<file path="config.mk">
export PLATFORM = sky130hd
export DESIGN_NAME = trig_burst_ctrl
export DESIGN_NICKNAME = d
export VERILOG_FILES = /design/src/rtl/trig_burst_ctrl.sv
export SDC_FILE = /design/constraint.sdc
export NUM_CORES = 1
export LEC_CHECK = 0
export BUFFER_PORTS_ARGS = -buffer_cell sky130_fd_sc_hd__buf_2
export CAP_MARGIN = 30
export CORE_ASPECT_RATIO = 0.6
export CORE_MARGIN = 3
export CORE_UTILIZATION = 40
export DETAILED_ROUTE_END_ITERATION = 7
export GPL_TIMING_DRIVEN = 0
export PLACE_DENSITY = 0.57
export SLEW_MARGIN = 40
export SYNTH_ARGS = -nofsm -noshare
export SYNTH_HDL_FRONTEND = slang
export SYNTH_SLANG_ARGS = --single-unit
</file>
<file path="constraint.sdc">
create_clock -name clk -period 3.25 [get_ports clk]
set_clock_uncertainty 0.05 [all_clocks]
set_input_delay 0.325 -clock clk [delete_from_list [all_inputs] [get_ports clk]]
set_output_delay 0.325 -clock clk [all_outputs]
set_load 0.005 [all_outputs]
</file>
<file path="src/rtl/trig_burst_ctrl.sv">
module trig_burst_ctrl #(
  parameter int MAX_POW     = 10,
  parameter int POW_W       = 4,
  parameter int SYNC_STAGES = 2
) (
  input  logic             clk,
  input  logic             rst_n,
  input  logic             cfg_hw_en,
  input  logic             cfg_level,
  input  logic             cfg_pol,
  input  logic             cfg_burst_en,
  input  logic [POW_W-1:0] cfg_burst_pow,
  input  logic             cfg_src_wrap,
  input  logic             cfg_dst_wrap,
  input  logic             cfg_clr_trig,
  input  logic             req_in,
  input  logic             sw_trig,
  input  logic             xfer_done,
  input  logic             desc_end,
  output logic             trig_active,
  output logic             beat_go,
  output logic             burst_last,
  output logic             src_rewind,
  output logic             dst_rewind
);

  localparam int CNT_W = MAX_POW + 1;

  logic [SYNC_STAGES-1:0] sync_q;
  logic                   req_d;
  logic [CNT_W-1:0]       cnt_q;
  logic                   pend_q;
  logic                   hold_q;
  logic                   trig_q;

  logic             req_s, level_act, edge_hit, hw_ok, clr_now;
  logic             idle, lvl_burst, tev, lev_ev, load, ack, fin;
  logic [POW_W-1:0] pow_eff;
  logic [CNT_W-1:0] burst_len;

  assign req_s     = sync_q[SYNC_STAGES-1];
  assign level_act = cfg_pol ? req_s : ~req_s;
  assign edge_hit  = cfg_pol ? (req_s & ~req_d) : (~req_s & req_d);
  assign hw_ok     = cfg_hw_en & ~hold_q;
  assign clr_now   = desc_end & cfg_clr_trig;

  assign pow_eff   = (cfg_burst_pow > POW_W'(MAX_POW)) ? POW_W'(MAX_POW) : cfg_burst_pow;
  assign burst_len = cfg_burst_en ? (CNT_W'(1) << pow_eff) : CNT_W'(1);

  assign idle      = (cnt_q == '0);
  assign lvl_burst = cfg_hw_en & cfg_level & cfg_burst_en;
  assign tev       = sw_trig | (hw_ok & ~cfg_level & edge_hit);
  assign lev_ev    = hw_ok & cfg_level & level_act;
  assign load      = idle & (tev | pend_q | lev_ev);

  assign beat_go     = ~idle & (~lvl_burst | level_act);
  assign burst_last  = beat_go & (cnt_q == CNT_W'(1));
  assign ack         = beat_go & xfer_done;
  assign fin         = ack & burst_last & cfg_burst_en;
  assign src_rewind  = fin & cfg_src_wrap;
  assign dst_rewind  = fin & cfg_dst_wrap;
  assign trig_active = trig_q;

  always_ff @(posedge clk or negedge rst_n) begin
    if (!rst_n) begin
      sync_q <= '0;
      req_d  <= 1'b0;
    end else begin
      sync_q <= {sync_q[SYNC_STAGES-2:0], req_in};
      req_d  <= req_s;
    end
  end

  always_ff @(posedge clk or negedge rst_n) begin
    if (!rst_n) begin
      cnt_q  <= '0;
      pend_q <= 1'b0;
      hold_q <= 1'b0;
      trig_q <= 1'b0;
    end else if (clr_now) begin
      cnt_q  <= '0;
      pend_q <= 1'b0;
      hold_q <= 1'b1;
      trig_q <= 1'b0;
    end else begin
      if (sw_trig) hold_q <= 1'b0;
      if (load) begin
        cnt_q  <= burst_len;
        pend_q <= 1'b0;
        trig_q <= 1'b1;
      end else begin
        if (ack)          cnt_q  <= cnt_q - CNT_W'(1);
        if (!idle && tev) pend_q <= 1'b1;
      end
    end
  end

  // a pending trigger on an idle channel starts a burst in the next cycle
  a_r8_pend_served: assert property (@(posedge clk) disable iff (!rst_n)
    (pend_q && idle && !clr_now) |=> !idle);

  // a clearing descriptor end leaves nothing running
  a_r11_clear_drops: assert property (@(posedge clk) disable iff (!rst_n)
    clr_now |=> (!trig_active && !beat_go && !pend_q));

  // software-only mode never starts a burst without a pulse
  a_r2_sw_only: assert property (@(posedge clk) disable iff (!rst_n)
    (!cfg_hw_en && !sw_trig && !pend_q && idle) |=> idle);

  // the acknowledged final beat empties the counter
  a_r9_last_empties: assert property (@(posedge clk) disable iff (!rst_n)
    (burst_last && xfer_done) |=> idle);

  // rewinds are only issued for an acknowledged boundary beat
  a_r10_rewind_on_last: assert property (@(posedge clk) disable iff (!rst_n)
    (src_rewind || dst_rewind) |-> (burst_last && xfer_done && cfg_burst_en));

endmodule

</file>
==> results.tsv <==
stage	metric	value	unit
floorplan	Initial Util	43.1	%
floorplan	die height	46.8	µm
routing	WL final	2670	µm
power	Overall Power	0.00101	W
synthesis	Cells after Synth	117	
critical_path	Worst R2R Start	cnt_q[0]$_DFFE_PN0P_	
clock_network	H-tree Lvls	1	
synthesis	Synth area leader	dfrtp_1	
global_route	vias in the first global route	878	
critical_path	WP data required	2870	ps
sta	worst slew pin tran	682	ps
clock_network	hold buffers post-CTS	1	
synthesis	post-synthesis register bit count	17	
synthesis	Netlist cell types	40	
place	GPL Wtd Cong	0.892	
global_route	global-route wire length before repair	4240	µm
clock_network	CTS resizes	0	
global_route	met3 GRT Util	4.70	%
floorplan	row cnt	14	
routing	vias	986	
global_route	met1 Track Usage GR	26.1	%
clock_network	cts bufs inserted	3	
floorplan	chip width	74.0	µm
global_route	GRT busiest layer	met1	
synthesis	share of Yosys cell area claimed by the top area cell type	38.4	%
sta	Tmin final	3040	ps
finish	fraction of layout cells with a size suffix above 1	21.8	%
clock_network	Clk Tree Root Cell	clkbuf_8	
global_route	Total GRT Usage	16.9	%
routing	Via density	5.67	
synthesis	Avg Cell Area, Syn	9.47	µm²
clock_network	Max Root-Sink Buffers	2	
critical_path	nature of the critical path startpoint	flip-flop	
routing	drc violations	0	
place	Final HPWL DP	2150	µm
sta	Pins Over Slew Limit	0	
finish	Area Overhead vs Synth	17.6	%
clock_network	clk_lat worst skew	240	ps
power	Pleak	0.566	nW
finish	Antenna diodes	0	
min_path	Hold Startpoint	req_in	
critical_path	Crit. End Element	output pin	
finish	FILL cells	242	
sta	setup slack after layout	214	ps
global_route	initial antenna violation count	0	
sta	Final Cycle Share	93.4	%
synthesis	Ys Warns	0	
finish	most frequent cells in the layout	21 x buf_2, 17 x dfrtp_1, 10 x nor2_1	
synthesis	Seq/Total Area, Yosys	38.4	%
sta	Slew Limit Headroom	54.4	%
power	worst vdd ir	0.411	mV
sta	RSZ-0062 raised after global routing	no	
power	pwr/cell area	777	nW/µm²
clock_network	setup bufs post-CTS	0	
flow_run	max cap viols	0	
synthesis	mapped cell area	1110	µm²
global_route	met2 Use GR	23.4	%
clock_network	Worst-path clk slew	60	ps
sta	Fmax	329	MHz
place	pre-CTS setup slack	508	ps
synthesis	Synth async-reset ratio	100	%
synthesis	Synth Net Count	137	
synthesis	Post-synth EDFFs	0	
sta	setup TNS	0	ps
sta	final hold vios	0	
sta	# setup viols final	0	
finish	Final Core Density	50.6	%
critical_path	CP max FO	9	
status	outcome	finished, final reports clean	
synthesis	Synth Flop Type	dfrtp_1	
critical_path	reg2reg setup slack	620	ps
routing	post-DR wirelength/cell	15.3	µm
critical_path	RR Endpoint	cnt_q[6]$_DFFE_PN0P_	
finish	leading cell type in the layout, fill and taps excluded	buf_2	
critical_path	cells on worst reg2reg path	7	
floorplan	IO Pins	22	
min_path	hold path depth	1	
global_route	global route total overflow	0	
routing	post-route ant nets	0	
floorplan	Die Area	3460	µm²
routing	1st-pass router iterations	4	
finish	layout net count	163	
min_path	Hold Path Class	in -> reg	
clock_network	clk sink count	17	
floorplan	core footprint	2570	µm²
place	Placed Cells	169	
critical_path	Worst Path Arrival	2660	ps
finish	Non-Filler Instances	174	
global_route	largest net degree at the start of global routing	18	
clock_network	CTS tree	built	
place	IO buf count	20	
routing	Initial DRC Count	57	
synthesis	largest cells by area after synthesis	dfrtp_1 38%, xnor2_1 4.7%, ha_1 3.4%	
critical_path	kind of critical path	reg -> out	
min_path	Endpoint, Worst Hold	sync_q[0]$_DFF_PN0_	
## critical path, stage by stage (launching register included)
cell	delay (ps)
dfrtp_1	420
inv_1	100
ha_1	210
or3b_2	530
nor4_4	460
nor3b_1	190
and4_1	240
and2_1	140
buf_2	120
## sequential cells by signal (all words and copies together) (netlist names)
register,flops
pend_q,1
hold_q,1
cnt_q,11
req_d,1
sync_q,2
trig_active,1
## cell type report
class                           count  area (µm²)  share of cell area [%]
Inverter                            6        22.5                    1.73
Buffer                              2        13.8                    1.06
Clock buffer                        4        45.0                    3.45
Tap cell                           32        40.0                    3.07
Multi-Input combinational cell     92         647                    49.6
Sequential cell                    17         425                    32.6
Timing Repair Buffer               21         110                    8.45
## worst max-delay path by stage
stage / cells past startpoint / end / startpoint
finish: 8 / src_rewind / cnt_q[0]$_DFFE_PN0P_
global route: 8 / dst_rewind / cnt_q[0]$_DFFE_PN0P_
CTS: 8 / src_rewind / cnt_q[0]$_DFFE_PN0P_
detailed placement: 8 / src_rewind / cnt_q[0]$_DFFE_PN0P_
global placement: 8 / src_rewind / cnt_q[0]$_DFFE_PN0P_
floorplan: 7 / dst_rewind / cnt_q[0]$_DFFE_PN0P_
## synth_stat cells, drive strengths merged, types with 2 or more instances
cell type / count
nand2: 7
ha: 3
o22ai: 5
o21ai: 3
nor2: 10
nor4: 3
dfrtp: 17
and2: 3
or3: 2
or3b: 2
xor2: 3
nand3: 3
nand3b: 3
xnor2: 6
and4: 2
nor4b: 2
nor3b: 3
mux2i: 3
inv: 6
o41ai: 2
nand4: 2
and3: 2
nor3: 6
a21oi: 5
## power by group
group          leakage, nW  internal [W]  switching, W
registers            0.217      0.000281     0.0000704
logic                0.327      0.000222      0.000290
clock network       0.0228     0.0000867     0.0000629
total                0.566      0.000590      0.000424
## through the flow
| step | hold slack [ps] | area [µm²] |
|---|---|---|
| 5_1_grt | 126 | 1300 |
| 4_1_cts | 124 | 1300 |
| 3_3_place_gp | 218 | 1250 |
| 3_5_place_dp | 219 | 1250 |
| 2_1_floorplan | -20.6 | 1110 |
| 6_report | 134 | 1300 |
## layer usage
layer / wire length (µm) / up-vias / part of all wire [%]
li1: - / 487 / -
met1: 1340 / 469 / 50
met2: 1120 / 26 / 42
met3: 177 / 4 / 6.6
met4: 28 / 0 / 1.1
met5: 0 / - / 0
## cells by family after synthesis
kind of cell / after synthesis / share of synthesized area (%)
flops: 17 / 38.4
fa+ha+maj: 3 / 3.39
simple gates: 55 / 30.0
compound gates: 22 / 15.1
xor+xnor: 9 / 7.11
buf+inv: 8 / 3.27
mux: 3 / 2.71
(Power assumes the default switching activity.)
